[src/rtl/csh_pkg.sv]
package csh_pkg;
  // Synchronized level of a serial pin together with its one-cycle edge events.
  typedef struct packed {
    logic lvl;
    logic rise;
    logic fall;
  } csh_edge_t;
endpackage

[src/rtl/csh_sync.sv]
module csh_sync #(
  parameter int   STAGES  = 2,
  parameter logic RST_VAL = 1'b0
) (
  input  logic clk,
  input  logic rst_n,
  input  logic din,
  output logic dout
);
  logic [STAGES-1:0] chain_q;

  generate
    if (STAGES == 1) begin : g_one
      always_ff @(posedge clk or negedge rst_n) begin
        if (!rst_n) chain_q <= RST_VAL;
        else        chain_q <= din;
      end
    end else begin : g_many
      always_ff @(posedge clk or negedge rst_n) begin
        if (!rst_n) chain_q <= {STAGES{RST_VAL}};
        else        chain_q <= {chain_q[STAGES-2:0], din};
      end
    end
  endgenerate

  assign dout = chain_q[STAGES-1];
endmodule

[src/rtl/csh_edge_sync.sv]
module csh_edge_sync
  import csh_pkg::*;
#(
  parameter int   STAGES  = 2,
  parameter logic RST_VAL = 1'b0
) (
  input  logic      clk,
  input  logic      rst_n,
  input  logic      din,
  output csh_edge_t evt
);
  logic lvl_w;
  logic prev_q;

  csh_sync #(.STAGES(STAGES), .RST_VAL(RST_VAL)) u_sync (
    .clk (clk),
    .rst_n(rst_n),
    .din (din),
    .dout(lvl_w)
  );

  always_ff @(posedge clk or negedge rst_n) begin
    if (!rst_n) prev_q <= RST_VAL;
    else        prev_q <= lvl_w;
  end

  assign evt.lvl  = lvl_w;
  assign evt.rise = lvl_w & ~prev_q;
  assign evt.fall = ~lvl_w & prev_q;
endmodule

[src/rtl/csh_frame_shifter.sv]
module csh_frame_shifter #(
  parameter int NCH = 4
) (
  input  logic           clk,
  input  logic           rst_n,
  input  logic           cs_fall,
  input  logic           cs_rise,
  input  logic           sck_rise,
  input  logic           sck_fall,
  input  logic           sdi_s,
  input  logic [NCH-1:0] fault_in,
  output logic [NCH-1:0] sh_q,
  output logic           sdo_q,
  output logic           active_q,
  output logic           commit
);
  localparam int TOP = NCH - 1;

  // New bits enter at bit 0; bit TOP is the next one out.
  function automatic logic [NCH-1:0] f_shift(input logic [NCH-1:0] cur, input logic b);
    return {cur[TOP-1:0], b};
  endfunction

  always_ff @(posedge clk or negedge rst_n) begin
    if (!rst_n) begin
      sh_q     <= '0;
      sdo_q    <= 1'b0;
      active_q <= 1'b0;
    end else if (cs_fall) begin
      sh_q     <= fault_in;
      sdo_q    <= fault_in[TOP];
      active_q <= 1'b1;
    end else if (cs_rise) begin
      sdo_q    <= 1'b0;
      active_q <= 1'b0;
    end else if (active_q) begin
      if (sck_rise) sh_q  <= f_shift(sh_q, sdi_s);
      if (sck_fall) sdo_q <= sh_q[TOP];
    end
  end

  assign commit = cs_rise & active_q;
endmodule

[src/rtl/csh_gate_stage.sv]
module csh_gate_stage #(
  parameter int NCH = 4
) (
  input  logic           clk,
  input  logic           rst_n,
  input  logic           commit,
  input  logic [NCH-1:0] commit_val,
  input  logic [NCH-1:0] par_in,
  output logic [NCH-1:0] cmd_q,
  output logic [NCH-1:0] gate_en
);
  function automatic logic f_gate(input logic cmd, input logic par, input logic run);
    return run & (cmd | par);
  endfunction

  always_ff @(posedge clk or negedge rst_n) begin
    if (!rst_n)      cmd_q <= '0;
    else if (commit) cmd_q <= commit_val;
  end

  for (genvar i = 0; i < NCH; i++) begin : g_ch
    assign gate_en[i] = f_gate(cmd_q[i], par_in[i], rst_n);
  end
endmodule

[src/rtl/chan_cmd_shifter.sv]
module chan_cmd_shifter
  import csh_pkg::*;
#(
  parameter int NCH         = 4,
  parameter int SYNC_STAGES = 2
) (
  input  logic           clk,
  input  logic           rst_n,
  input  logic           sclk,
  input  logic           cs_n,
  input  logic           sdi,
  input  logic [NCH-1:0] fault_in,
  input  logic [NCH-1:0] par_in,
  output logic           sdo,
  output logic           sdo_oe,
  output logic [NCH-1:0] gate_en
);
  csh_edge_t cs_evt;
  csh_edge_t sck_evt;
  logic      sdi_s;

  // Named internal events, brought out for the checker.
  logic           cs_fall_w;
  logic           cs_rise_w;
  logic           sck_rise_w;
  logic           sck_fall_w;
  logic           commit_w;
  logic [NCH-1:0] sh_w;
  logic [NCH-1:0] cmd_w;
  logic           sdo_w;
  logic           active_w;
  logic           cs_lvl_unused;
  logic           sck_lvl_unused;

  csh_edge_sync #(.STAGES(SYNC_STAGES), .RST_VAL(1'b1)) u_cs_sync (
    .clk(clk), .rst_n(rst_n), .din(cs_n), .evt(cs_evt)
  );

  csh_edge_sync #(.STAGES(SYNC_STAGES), .RST_VAL(1'b0)) u_sck_sync (
    .clk(clk), .rst_n(rst_n), .din(sclk), .evt(sck_evt)
  );

  csh_sync #(.STAGES(SYNC_STAGES), .RST_VAL(1'b0)) u_sdi_sync (
    .clk(clk), .rst_n(rst_n), .din(sdi), .dout(sdi_s)
  );

  assign cs_fall_w      = cs_evt.fall;
  assign cs_rise_w      = cs_evt.rise;
  assign cs_lvl_unused  = cs_evt.lvl;
  assign sck_rise_w     = sck_evt.rise;
  assign sck_fall_w     = sck_evt.fall;
  assign sck_lvl_unused = sck_evt.lvl;

  csh_frame_shifter #(.NCH(NCH)) u_shift (
    .clk     (clk),
    .rst_n   (rst_n),
    .cs_fall (cs_fall_w),
    .cs_rise (cs_rise_w),
    .sck_rise(sck_rise_w),
    .sck_fall(sck_fall_w),
    .sdi_s   (sdi_s),
    .fault_in(fault_in),
    .sh_q    (sh_w),
    .sdo_q   (sdo_w),
    .active_q(active_w),
    .commit  (commit_w)
  );

  csh_gate_stage #(.NCH(NCH)) u_gate (
    .clk       (clk),
    .rst_n     (rst_n),
    .commit    (commit_w),
    .commit_val(sh_w),
    .par_in    (par_in),
    .cmd_q     (cmd_w),
    .gate_en   (gate_en)
  );

  assign sdo    = sdo_w;
  assign sdo_oe = active_w;
endmodule

[config.mk]
export PLATFORM = sky130hd
export DESIGN_NAME = chan_cmd_shifter
export DESIGN_NICKNAME = d
export VERILOG_FILES = /design/src/rtl/csh_pkg.sv /design/src/rtl/csh_sync.sv /design/src/rtl/csh_edge_sync.sv /design/src/rtl/csh_frame_shifter.sv /design/src/rtl/csh_gate_stage.sv /design/src/rtl/chan_cmd_shifter.sv
export SDC_FILE = /design/constraint.sdc
export NUM_CORES = 1
export LEC_CHECK = 0
export BUFFER_PORTS_ARGS = -buffer_cell sky130_fd_sc_hd__buf_4
export CAP_MARGIN = 5
export CORE_MARGIN = 5
export CORE_UTILIZATION = 54
export DETAILED_ROUTE_END_ITERATION = 10
export PLACE_DENSITY = 0.8
export SETUP_SLACK_MARGIN = 0.5
export SLEW_MARGIN = 30
export SYNTH_ARGS = -nofsm -noshare
export SYNTH_HDL_FRONTEND = slang
export SYNTH_SLANG_ARGS = --single-unit
[constraint.sdc]
create_clock -name clk -period 3.21 [get_ports clk]
set_clock_uncertainty 0.2 [all_clocks]
set_input_delay 0.963 -clock clk [delete_from_list [all_inputs] [get_ports clk]]
set_output_delay 0.963 -clock clk [all_outputs]
set_load 0.005 [all_outputs]
Word-level counts from Yosys, hierarchy flattened
Cells that the tools add are included.

Bits of input ports: 13. Output and inout port bits: 6. Bits in registers: 18.

Reductions and logical operators: 7. Eq/ne operators: 1. Bitwise logic cells: 17. Mux-type cells: 10.

Operator list (number): $mux 4 (4); $and 1x1->1 (9); $mux 1 (6); $reduce_bool 2->1 (3); $reduce_bool 3->1 (2); $not 1->1 (4); $or 1x1->1 (4); $reduce_and 3->1 (1); $ne 2x2->1 const B (1); $reduce_and 2->1 (1).

Logic depth before layout (Yosys ltp)
Gate-level depths: netlist (run 1).

Depth after elaboration: 6. Mapped depth: 6. Depth with buffers taken out: 5.

By module
Synthesis (run 1) repeated with hierarchy kept, for this count alone.

Cells, all modules: 58. Area, all modules: 724.4 um2.

Modules (own cells, without submodules): csh_frame_shifter (cells each 32, seq. area each 150.1 um2, times used 1, area each 300.3 um2); csh_gate_stage (cells each 12, seq. area each 100.1 um2, times used 1, area each 175.2 um2); csh_sync at u_sck_sync.u_sync ... (cells each 2, seq. area each 50.0 um2, times used 2, area each 50.0 um2); csh_sync at u_cs_sync.u_sync (cells each 2, seq. area each 52.6 um2, times used 1, area each 52.6 um2); csh_edge_sync at u_cs_sync (cells each 4, seq. area each 26.3 um2, times used 1, area each 48.8 um2); csh_edge_sync at u_sck_sync (cells each 4, seq. area each 25.0 um2, times used 1, area each 47.5 um2).

Worst setup path after synthesis (run 1)
OpenSTA, ideal clock, no wires.

Kind: input -> output. From: in par_in[0]. To: out gate_en[0]. Buffers on the path: 0. Path slack: 0.912 ns. Stages on the path: 1. Arrival: 1.135 ns. Cell sequence: o21a_1.

Longest elaborated chain between the ends: 2.

Ends and longest elaborated chain: start: declaration (line chan_cmd_shifter.sv:13) `input logic [NCH-1:0] par_in,`; $or 1x1->1 (line csh_gate_stage.sv:13) `return run & (cmd | par);`; $and 1x1->1 (line csh_gate_stage.sv:13); end: declaration (line chan_cmd_shifter.sv:16) `output logic [NCH-1:0] gate_en`.

No other way between the ends.

Final worst setup path (run 1)
From: in rst_n. To: out gate_en[2].

Longest elaborated chain between the ends: 1.

Ends and longest elaborated chain: start: declaration (line chan_cmd_shifter.sv:8) `input logic rst_n,`; $and 1x1->1 (line csh_gate_stage.sv:13).

No other way between the ends.

==> results of run 1 <==
## repair_timing
action / CTS / global route
buffers inserted: 0 / 0
setup endpoints to repair: 0 / 2
resized for setup: 0 / 1
## how the worst max path moves through the flow
stage / cells after the start / slack [ns] / startpoint / endpoint
5_1_grt: 3 / 0.58 / rst_n / gate_en[1]
3_5_place_dp: 3 / 0.54 / rst_n / gate_en[3]
4_1_cts: 3 / 0.54 / rst_n / gate_en[2]
3_3_place_gp: 3 / 0.56 / rst_n / gate_en[1]
6_report: 3 / 0.64 / rst_n / gate_en[2]
2_1_floorplan: 1 / 0.91 / par_in[0] / gate_en[0]
## synth_stat cells
library cell / n
sky130_fd_sc_hd__nand3b_2: 1
sky130_fd_sc_hd__a221oi_1: 1
sky130_fd_sc_hd__mux2_2: 4
sky130_fd_sc_hd__o221a_2: 1
sky130_fd_sc_hd__mux2_4: 4
sky130_fd_sc_hd__nor2_1: 1
sky130_fd_sc_hd__mux2i_1: 3
sky130_fd_sc_hd__inv_1: 4
sky130_fd_sc_hd__o21ai_0: 2
sky130_fd_sc_hd__o21a_1: 4
sky130_fd_sc_hd__dfstp_2: 3
sky130_fd_sc_hd__ha_1: 4
sky130_fd_sc_hd__dfrtp_1: 15
sky130_fd_sc_hd__mux2_1: 1
sky130_fd_sc_hd__buf_6: 1
sky130_fd_sc_hd__nand2_1: 3
sky130_fd_sc_hd__o22ai_1: 1
sky130_fd_sc_hd__a21oi_4: 1
sky130_fd_sc_hd__nor2b_1: 1
## worst max-delay path, stage by stage
cell and delay (ns):
sky130_fd_sc_hd__buf_6 0.18, sky130_fd_sc_hd__o21a_1 0.15, sky130_fd_sc_hd__buf_4 0.10
## power breakdown
group	leakage [nW]	total (W)	switching, W	internal (W)
registers	0.211	0.000314	0.0000316	0.000282
clock network	0.0210	0.000135	0.0000660	0.0000690
logic	0.238	0.000134	0.0000485	0.0000858
total	0.470	0.000583	0.000146	0.000437
## layer usage
layer	track usage, %	part of all wire [%]
met5	0	0
met3	3.32	6.4
met1	18.9	47
met2	23.2	46
met4	3.23	0.63
## area by class of cell
class                           count  area [um^2]  share of cell area [%]
Clock buffer                        4         36.3                    3.72
Inverter                            4         15.0                    1.54
Multi-Input combinational cell     32          312                    32.0
Sequential cell                    18          454                    46.6
Tap cell                           15         18.8                    1.93
Timing Repair Buffer               18          139                    14.2
## flip-flops by register name, summed over array words and instances (netlist names)
| name | count |
|---|---|
| u_cs_sync.prev_q | 1 |
| u_cs_sync.u_sync.chain_q | 2 |
| u_gate.cmd_q | 4 |
| u_sck_sync.prev_q | 1 |
| u_sck_sync.u_sync.chain_q | 2 |
| u_sdi_sync.chain_q | 2 |
| u_shift.active_q | 1 |
| u_shift.sdo_q | 1 |
| u_shift.sh_q | 4 |
## cell families (layout without fill, tap and decap cells)
kind of cell / count (synthesis) / in the layout / synth area share (%)
buffers and inverters: 5 / 26 / 3.32
and+or+nand+nor: 6 / 6 / 4.11
AOI/OAI and AO/OA: 10 / 10 / 10.4
DFF: 18 / 18 / 57.3
muxes: 12 / 12 / 18.5
adders and majority gates: 4 / 4 / 6.32
## per-stage QoR
step | total power [W] | instance area, um^2
5_1_grt | 0.000625 | 975
3_5_place_dp | 0.000454 | 935
4_1_cts | 0.000589 | 971
2_1_floorplan | 0.000398 | 792
6_report | 0.000583 | 975
3_3_place_gp | 0.000446 | 935
==> run_summary.xml, run 1 <==
<?xml version="1.0" encoding="UTF-8"?>
<metrics>
  <group name="run_status">
    <metric name="outcome" unit="">completed</metric>
  </group>
  <group name="setup_path">
    <metric name="rr_startpoint" unit="">u_cs_sync.prev_q$_DFF_PN1_</metric>
    <metric name="worstRegToRegCells" unit="">4</metric>
    <metric name="worstSetupPathType" unit="">in -&gt; out</metric>
    <metric name="critPathCaptureType" unit="">primary output</metric>
    <metric name="r2r-end" unit="">u_shift.sh_q[1]$_DFFE_PN0P_</metric>
    <metric name="required" unit="ns">2.05</metric>
    <metric name="timing.reg2reg.setup_slack" unit="ns">1.33</metric>
    <metric name="critical_path.startpoint_type" unit="">primary input</metric>
    <metric name="timing.critical_path.arrival" unit="ns">1.40</metric>
    <metric name="top_fanout_value_on_the_critical_path" unit="">22</metric>
  </group>
  <group name="yosys">
    <metric name="netlist_area" unit="um^2">792</metric>
    <metric name="postSynthCellCount" unit="">55</metric>
    <metric name="yosys.cell_types.count" unit="">19</metric>
    <metric name="synth-warning-count" unit="">0</metric>
    <metric name="ys_seq_elements" unit="">18</metric>
    <metric name="sequential_share_of_the_synthesized_area" unit="%">57.3</metric>
    <metric name="avgSynthCellArea" unit="um^2">14.4</metric>
    <metric name="synth.largest_area_cell" unit="">sky130_fd_sc_hd__dfrtp_1</metric>
    <metric name="yosys-top-cells-area" unit="">sky130_fd_sc_hd__dfrtp_1 47%, sky130_fd_sc_hd__dfstp_2 10%, sky130_fd_sc_hd__mux2_4 7.6%</metric>
    <metric name="yosys.area.top_type_share" unit="%">47.4</metric>
    <metric name="mappedNetlistNets" unit="">72</metric>
  </group>
  <group name="min_path">
    <metric name="worstHoldStart" unit="">u_cs_sync.u_sync.chain_q[0]$_DFF_PN1_</metric>
    <metric name="timing.hold.worst.class" unit="">reg -&gt; reg</metric>
    <metric name="worstHoldPathCells" unit="">0</metric>
    <metric name="hold-path-endpoint" unit="">u_cs_sync.u_sync.chain_q[1]$_DFF_PN1_</metric>
  </group>
  <group name="grt">
    <metric name="grt_overflow" unit="">0</metric>
    <metric name="first_global_vias" unit="">529</metric>
    <metric name="antenna_found_initial" unit="">0</metric>
    <metric name="grt_first_pass_wirelength" unit="mm">2.28</metric>
    <metric name="grt_max_degree" unit="">23</metric>
    <metric name="global_route.usage.total" unit="%">14.1</metric>
  </group>
  <group name="timing">
    <metric name="number_of_setup_violations_in_the_final_report" unit="">0</metric>
    <metric name="final.period_utilization" unit="%">79.9</metric>
    <metric name="max_slew.worst_pin.slew" unit="ns">0.287</metric>
    <metric name="rsz0062_at_grt" unit="">false</metric>
    <metric name="slew_headroom" unit="%">80.9</metric>
    <metric name="number_of_hold_violations_in_the_final_report" unit="">0</metric>
    <metric name="report.final.slew_viol_count" unit="">0</metric>
    <metric name="hold-worst-slack" unit="ns">0.161</metric>
    <metric name="period_minus_slack" unit="ns">2.57</metric>
    <metric name="timing.fmax" unit="MHz">390</metric>
    <metric name="fin_ws" unit="ns">0.645</metric>
    <metric name="tns" unit="ns">0</metric>
  </group>
  <group name="final_layout">
    <metric name="layoutNonFillerInstCount" unit="">91</metric>
    <metric name="finish.net_count" unit="">94</metric>
    <metric name="area_growth_syn_to_layout" unit="%">23.1</metric>
    <metric name="antenna-diode-count" unit="">0</metric>
    <metric name="post_route_cells_drive_above_1_share" unit="%">47.4</metric>
    <metric name="most_common_cell_after_layout_fill_and_taps_aside" unit="">sky130_fd_sc_hd__buf_4</metric>
    <metric name="postLayoutCoreUtil" unit="%">72.2</metric>
    <metric name="final_cell_mix" unit="">17 x sky130_fd_sc_hd__buf_4, 15 x sky130_fd_sc_hd__dfrtp_1</metric>
    <metric name="n_fill_cell" unit="">95</metric>
  </group>
  <group name="cts">
    <metric name="clock_insertion_delay_worst_skew" unit="ns">0.28</metric>
    <metric name="clk_path_buf_depth" unit="">2</metric>
    <metric name="clock-sinks" unit="">18</metric>
    <metric name="root_buffer" unit="">sky130_fd_sc_hd__clkbuf_4</metric>
    <metric name="cts_hold_buf" unit="">0</metric>
    <metric name="h_tree_levels" unit="">1</metric>
    <metric name="number_of_cts_inserted_buffers" unit="">3</metric>
    <metric name="clock_slew_at_the_register_clock_pins_of_the_worst_setup_and_hold_paths" unit="ns">0.10</metric>
    <metric name="clock_tree_from_tritoncts" unit="">yes</metric>
  </group>
  <group name="detailed_routing">
    <metric name="avgViaCountPerCell" unit="">5.27</metric>
    <metric name="dr.pass1.iters" unit="">3</metric>
    <metric name="post_detailed_route_drc_marker_count" unit="">0</metric>
    <metric name="route.detailed.wl_per_inst" unit="um">13.9</metric>
    <metric name="route.vias.total" unit="">480</metric>
    <metric name="routed_wl" unit="mm">1.27</metric>
    <metric name="detail_route.iter0.violations" unit="">2</metric>
    <metric name="ant_nets_after_route" unit="">0</metric>
  </group>
  <group name="floorplan">
    <metric name="die_y" unit="um">48.3</metric>
    <metric name="die_x" unit="um">48.3</metric>
    <metric name="floorplan.rows" unit="">13</metric>
    <metric name="core_region_area" unit="um^2">1350</metric>
    <metric name="ioPinCount" unit="">19</metric>
    <metric name="die_area" unit="um^2">2330</metric>
    <metric name="start_util" unit="%">58.7</metric>
  </group>
  <group name="place">
    <metric name="dp_hpwl" unit="um">976</metric>
    <metric name="globalplace.congestion" unit="">0.718</metric>
    <metric name="numPortBuffers" unit="">18</metric>
    <metric name="place_inst" unit="">87</metric>
    <metric name="post-place-ws" unit="ns">0.542</metric>
  </group>
  <group name="pwr">
    <metric name="max-vdd-ir-drop" unit="mV">0.401</metric>
    <metric name="p_per_area" unit="nW/um^2">598</metric>
    <metric name="cellLeakagePower" unit="nW">0.470</metric>
  </group>
  <group name="flow_run">
    <metric name="maxCapViolations" unit="">0</metric>
  </group>
</metrics>
(Power assumes the default switching activity.)
==> run 2, diff against run 1 <==
- CORE_UTILIZATION: 54 -> 50
- PLACE_DENSITY: 0.8 -> 0.75
- clock period: 3.21 -> 2.4 ns (I/O delays scaled with it)
==> run_summary.xml, run 2 (synthesized netlist as in run 1, its figures left out) <==
<?xml version="1.0" encoding="UTF-8"?>
<metrics>
  <group name="run_status">
    <metric name="outcome" unit="">completed</metric>
  </group>
  <group name="place">
    <metric name="place_inst" unit="">89</metric>
    <metric name="dp_hpwl" unit="mm">1.01</metric>
    <metric name="numPortBuffers" unit="">18</metric>
    <metric name="place_area" unit="um^2">943</metric>
    <metric name="globalplace.congestion" unit="">0.727</metric>
  </group>
  <group name="cts">
    <metric name="clock_slew_at_the_register_clock_pins_of_the_worst_setup_and_hold_paths" unit="ns">0.11</metric>
    <metric name="number_of_cts_inserted_buffers" unit="">3</metric>
    <metric name="h_tree_levels" unit="">1</metric>
    <metric name="clock_insertion_delay_worst_skew" unit="ns">0.28</metric>
    <metric name="clock-sinks" unit="">18</metric>
    <metric name="clk_path_buf_depth" unit="">2</metric>
    <metric name="clock_tree_from_tritoncts" unit="">yes</metric>
    <metric name="cts_post_setup_buffers_inserted" unit="">0</metric>
    <metric name="root_buffer" unit="">sky130_fd_sc_hd__clkbuf_4</metric>
  </group>
  <group name="timing">
    <metric name="report.final.slew_viol_count" unit="">0</metric>
    <metric name="rsz0062_at_grt" unit="">true</metric>
    <metric name="slew_headroom" unit="%">74.1</metric>
    <metric name="number_of_hold_violations_in_the_final_report" unit="">0</metric>
    <metric name="timing.fmax" unit="MHz">494</metric>
    <metric name="hold-worst-slack" unit="ns">0.136</metric>
    <metric name="tns" unit="ns">0</metric>
    <metric name="period_minus_slack" unit="ns">2.02</metric>
    <metric name="max_slew.worst_pin.slew" unit="ns">0.387</metric>
    <metric name="number_of_setup_violations_in_the_final_report" unit="">0</metric>
    <metric name="final.period_utilization" unit="%">84.3</metric>
  </group>
  <group name="detailed_routing">
    <metric name="dr.pass1.iters" unit="">4</metric>
    <metric name="ant_nets_after_route" unit="">0</metric>
    <metric name="route.detailed.wl_per_inst" unit="um">14.3</metric>
    <metric name="avgViaCountPerCell" unit="">5.20</metric>
    <metric name="route.vias.total" unit="">489</metric>
    <metric name="routed_wl" unit="mm">1.34</metric>
    <metric name="post_detailed_route_drc_marker_count" unit="">0</metric>
    <metric name="detail_route.iter0.violations" unit="">2</metric>
  </group>
  <group name="floorplan">
    <metric name="core_region_area" unit="um^2">1510</metric>
    <metric name="floorplan.rows" unit="">14</metric>
    <metric name="ioPinCount" unit="">19</metric>
    <metric name="start_util" unit="%">52.6</metric>
    <metric name="die_y" unit="um">49.8</metric>
    <metric name="die_x" unit="um">49.8</metric>
    <metric name="die_area" unit="um^2">2480</metric>
  </group>
  <group name="pwr">
    <metric name="cellLeakagePower" unit="nW">0.488</metric>
    <metric name="p_total" unit="W">0.000794</metric>
    <metric name="max-vdd-ir-drop" unit="mV">0.575</metric>
    <metric name="p_per_area" unit="nW/um^2">773</metric>
  </group>
  <group name="final_layout">
    <metric name="antenna-diode-count" unit="">0</metric>
    <metric name="reg.largest.list" unit="">u_gate.cmd_q (4), u_shift.sh_q (4)</metric>
    <metric name="post_route_cells_drive_above_1_share" unit="%">48.7</metric>
    <metric name="finish.net_count" unit="">96</metric>
    <metric name="area_growth_syn_to_layout" unit="%">29.7</metric>
    <metric name="most_common_cell_after_layout_fill_and_taps_aside" unit="">sky130_fd_sc_hd__dfrtp_1</metric>
    <metric name="final_cell_mix" unit="">15 x sky130_fd_sc_hd__dfrtp_1, 12 x sky130_fd_sc_hd__buf_4, 6 x sky130_fd_sc_hd__buf_6</metric>
    <metric name="layoutNonFillerInstCount" unit="">94</metric>
    <metric name="finish.instance_area" unit="um^2">1030</metric>
  </group>
  <group name="grt">
    <metric name="global_route.usage.total" unit="%">12.0</metric>
    <metric name="grt_first_pass_wirelength" unit="mm">2.27</metric>
    <metric name="first_global_vias" unit="">545</metric>
    <metric name="antenna_found_initial" unit="">0</metric>
    <metric name="grt_overflow" unit="">0</metric>
    <metric name="grt_max_degree" unit="">15</metric>
  </group>
  <group name="setup_path">
    <metric name="top_family_by_delay_on_critical_path" unit="">buffers and inverters</metric>
    <metric name="timing.critical_path.arrival" unit="ns">1.10</metric>
    <metric name="critical_path.startpoint_type" unit="">primary input</metric>
    <metric name="worstPathCellList" unit="">buf_6, o21a_1, buf_4</metric>
    <metric name="top_fanout_value_on_the_critical_path" unit="">1</metric>
    <metric name="cp_num_buf_inv" unit="">2</metric>
    <metric name="required" unit="ns">1.48</metric>
    <metric name="timing.critical_path.slowest_stage_cell" unit="">sky130_fd_sc_hd__o21a_1</metric>
    <metric name="worstSetupPathType" unit="">in -&gt; out</metric>
    <metric name="critPathCaptureType" unit="">primary output</metric>
    <metric name="cpPeakStageDelay" unit="ns">0.16</metric>
  </group>
  <group name="min_path">
    <metric name="timing.hold.worst.class" unit="">in -&gt; async</metric>
  </group>
  <group name="flow_run">
    <metric name="maxCapViolations" unit="">0</metric>
  </group>
</metrics>
==> run 2: metrics by stage <==
stage / util (%) / setup WS [ns]
2_1_floorplan: - / 0.588
3_3_place_gp: 62.6 / 0.331
3_5_place_dp: 62.6 / 0.306
4_1_cts: 66.5 / 0.377
5_1_grt: 68.2 / 0.362
6_report: 68.2 / 0.378
==> run 2: final cells by class <==
cell class,count,area (um^2)
Clock buffer,4,36.3
Fill cell,115,479
Inverter,4,15.0
Multi-Input combinational cell,32,314
Sequential cell,18,454
Tap cell,16,20.0
Timing Repair Buffer,20,188
==> run 2: power by group <==
part	leakage [nW]	total [W]	switching, W	internal (W)
logic	0.256	0.000191	0.0000661	0.000125
registers	0.211	0.000421	0.0000437	0.000378
clock network	0.0210	0.000182	0.0000895	0.0000922
total	0.488	0.000794	0.000199	0.000595
==> run 2: final timing paths <==
check,startpoint,end,slack (ns),depth (start not counted)
max in group asynchronous,rst_n,u_shift.sdo_q$_DFFE_PN0P_,1.04,2
min reg2reg,u_cs_sync.u_sync.chain_q[0]$_DFF_PN1_,u_cs_sync.u_sync.chain_q[1]$_DFF_PN1_,0.16,0
min in group clk,u_cs_sync.u_sync.chain_q[0]$_DFF_PN1_,u_cs_sync.u_sync.chain_q[1]$_DFF_PN1_,0.16,0
min,rst_n,u_sdi_sync.chain_q[1]$_DFF_PN0_,0.14,2
max,par_in[1],gate_en[1],0.38,3
max reg2reg,u_cs_sync.prev_q$_DFF_PN1_,u_shift.sh_q[1]$_DFFE_PN0P_,0.65,4
==> run 2: timing repair <==
item	CTS	global route
hold buffers	0	1
gates resized for setup	6	4
endpoints found under the hold margin	0	8
setup endpoints to repair	4	7
pin swaps	4	0
==> run 2: per-layer routing <==
layer,global-route usage (%),wire length [um],up-vias
li1,-,-,235
met1,14.0,597,241
met2,19.9,663,11
met3,4.82,68,2
met4,3.93,13,0
met5,0,0,-
==> run 3, diff against run 2 <==
- clock period: 2.4 -> 1.95 ns (I/O delays scaled with it)
==> run_summary.xml, run 3 (synthesized netlist as in run 1, its figures left out) <==
<?xml version="1.0" encoding="UTF-8"?>
<metrics>
  <group name="timing">
    <metric name="number_of_setup_violations_in_the_final_report" unit="">0</metric>
    <metric name="report.final.slew_viol_count" unit="">0</metric>
    <metric name="timing.fmax" unit="MHz">558</metric>
    <metric name="tns" unit="ns">0</metric>
    <metric name="number_of_hold_violations_in_the_final_report" unit="">0</metric>
    <metric name="max_slew.worst_pin.slew" unit="ns">0.231</metric>
    <metric name="rsz0062_at_grt" unit="">true</metric>
    <metric name="final.period_utilization" unit="%">91.9</metric>
    <metric name="slew_headroom" unit="%">84.6</metric>
    <metric name="period_minus_slack" unit="ns">1.79</metric>
  </group>
  <group name="cts">
    <metric name="clock_tree_from_tritoncts" unit="">yes</metric>
    <metric name="root_buffer" unit="">sky130_fd_sc_hd__clkbuf_4</metric>
    <metric name="clock_slew_at_the_register_clock_pins_of_the_worst_setup_and_hold_paths" unit="ns">0.11</metric>
    <metric name="clock_insertion_delay_worst_skew" unit="ns">0.29</metric>
    <metric name="h_tree_levels" unit="">1</metric>
    <metric name="clk_path_buf_depth" unit="">2</metric>
    <metric name="number_of_cts_inserted_buffers" unit="">3</metric>
    <metric name="clock-sinks" unit="">18</metric>
  </group>
  <group name="pwr">
    <metric name="max-vdd-ir-drop" unit="mV">0.679</metric>
    <metric name="p_per_area" unit="nW/um^2">916</metric>
    <metric name="cellLeakagePower" unit="nW">0.568</metric>
  </group>
  <group name="detailed_routing">
    <metric name="avgViaCountPerCell" unit="">5.14</metric>
    <metric name="ant_nets_after_route" unit="">0</metric>
    <metric name="post_detailed_route_drc_marker_count" unit="">0</metric>
    <metric name="dr.pass1.iters" unit="">2</metric>
    <metric name="routed_wl" unit="mm">1.76</metric>
    <metric name="route.detailed.wl_per_inst" unit="um">16.6</metric>
    <metric name="route.vias.total" unit="">545</metric>
    <metric name="detail_route.iter0.violations" unit="">2</metric>
  </group>
  <group name="setup_path">
    <metric name="r2r-end" unit="">u_shift.sh_q[3]$_DFFE_PN0P_</metric>
    <metric name="timing.reg2reg.setup_slack" unit="ns">0.24</metric>
    <metric name="rr_startpoint" unit="">u_cs_sync.prev_q$_DFF_PN1_</metric>
    <metric name="timing.critical_path.arrival" unit="ns">1.01</metric>
    <metric name="required" unit="ns">1.16</metric>
    <metric name="critical_path.startpoint_type" unit="">register</metric>
    <metric name="worstSetupPathType" unit="">reg -&gt; out</metric>
    <metric name="worstRegToRegCells" unit="">4</metric>
    <metric name="top_fanout_value_on_the_critical_path" unit="">2</metric>
    <metric name="critPathCaptureType" unit="">primary output</metric>
  </group>
  <group name="floorplan">
    <metric name="die_x" unit="um">49.8</metric>
    <metric name="ioPinCount" unit="">19</metric>
    <metric name="die_area" unit="um^2">2480</metric>
    <metric name="start_util" unit="%">52.6</metric>
    <metric name="die_y" unit="um">49.8</metric>
    <metric name="floorplan.rows" unit="">14</metric>
    <metric name="core_region_area" unit="um^2">1510</metric>
  </group>
  <group name="grt">
    <metric name="grt_overflow" unit="">0</metric>
    <metric name="grt_max_degree" unit="">11</metric>
    <metric name="antenna_found_initial" unit="">0</metric>
    <metric name="global_route.usage.total" unit="%">15.3</metric>
    <metric name="grt_first_pass_wirelength" unit="mm">2.88</metric>
    <metric name="first_global_vias" unit="">613</metric>
  </group>
  <group name="min_path">
    <metric name="timing.hold.worst.class" unit="">in -&gt; async</metric>
  </group>
  <group name="place">
    <metric name="dp_hpwl" unit="mm">1.09</metric>
    <metric name="globalplace.congestion" unit="">0.672</metric>
    <metric name="place_inst" unit="">90</metric>
    <metric name="place_area" unit="um^2">976</metric>
    <metric name="numPortBuffers" unit="">18</metric>
  </group>
  <group name="final_layout">
    <metric name="area_growth_syn_to_layout" unit="%">50.4</metric>
    <metric name="final_cell_mix" unit="">23 x sky130_fd_sc_hd__buf_4, 14 x sky130_fd_sc_hd__dfrtp_1, 8 x sky130_fd_sc_hd__mux2_4</metric>
    <metric name="layoutNonFillerInstCount" unit="">106</metric>
    <metric name="most_common_cell_after_layout_fill_and_taps_aside" unit="">sky130_fd_sc_hd__buf_4</metric>
    <metric name="n_fill_cell" unit="">95</metric>
    <metric name="post_route_cells_drive_above_1_share" unit="%">65.6</metric>
    <metric name="finish.net_count" unit="">108</metric>
    <metric name="finish.instance_area" unit="um^2">1190</metric>
    <metric name="antenna-diode-count" unit="">0</metric>
    <metric name="reg.largest.list" unit="">u_gate.cmd_q (4), u_shift.sh_q (4)</metric>
  </group>
  <group name="run_status">
    <metric name="outcome" unit="">completed</metric>
  </group>
  <group name="flow_run">
    <metric name="maxCapViolations" unit="">0</metric>
  </group>
</metrics>
==> run 3: worst max path at each step <==
stage	to	from
2_1_floorplan	u_shift.sh_q[0]$_DFFE_PN0P_	u_cs_sync.u_sync.chain_q[1]$_DFF_PN1_
3_3_place_gp	gate_en[3]	rst_n
3_5_place_dp	gate_en[3]	rst_n
4_1_cts	gate_en[1]	u_gate.cmd_q[1]$_DFFE_PN0P_
5_1_grt	gate_en[2]	u_gate.cmd_q[2]$_DFFE_PN0P_
6_report	gate_en[3]	u_gate.cmd_q[3]$_DFFE_PN0P_
==> run 3: area by class of cell <==
class | instances | area (um^2) | area share, %
clock buffer | 4 | 36.3 | 3.05
inverter | 4 | 17.5 | 1.47
multi-input combinational | 32 | 390 | 32.8
sequential | 18 | 455 | 38.2
tap | 16 | 20.0 | 1.68
timing repair buffer | 32 | 272 | 22.8
==> run 3: routing by layer <==
| layer | track usage [%] | vias to the layer above | wire [um] |
|---|---|---|---|
| met3 | 3.92 | 2 | 64 |
| li1 | - | 261 | - |
| met1 | 20.5 | 268 | 790 |
| met2 | 22.7 | 14 | 892 |
| met5 | 0 | - | 0 |
| met4 | 7.42 | 0 | 9 |
==> run 3: repair_timing <==
action | 4_1_cts | 5_1_grt
resized for setup | 19 | 1
hold buffers | 1 | 1
endpoints found under the hold margin | 4 | 6
setup buffers | 7 | 3
pin swaps | 7 | 1
endpoints found under the setup margin | 15 | 15
==> run 3: through the flow <==
stage / utilization [%] / total power (W) / setup WS [ns] / hold slack [ns]
2_1_floorplan: - / 0.000667 / 0.251 / 0.0894
3_3_place_gp: 64.8 / 0.000750 / 0.184 / 0.134
3_5_place_dp: 64.8 / 0.000769 / 0.179 / 0.140
4_1_cts: 76.7 / 0.00106 / 0.165 / 0.00314
5_1_grt: 79.1 / 0.00116 / 0.109 / 0.00699
6_report: 79.1 / 0.00109 / 0.157 / 0.00865
==> run 3: power breakdown <==
| group | switching [W] | leakage, nW | internal (W) | total, W |
|---|---|---|---|---|
| Combinational | 0.000113 | 0.338 | 0.000221 | 0.000333 |
| Sequential | 0.0000599 | 0.210 | 0.000465 | 0.000525 |
| Clock | 0.000119 | 0.0210 | 0.000114 | 0.000233 |
| Total | 0.000291 | 0.568 | 0.000800 | 0.00109 |
==> run 3: worst max-delay path: stages (launching register included) <==
cell and delay (ns):
sky130_fd_sc_hd__dfrtp_1 0.40, sky130_fd_sc_hd__o21a_1 0.18, sky130_fd_sc_hd__buf_4 0.13
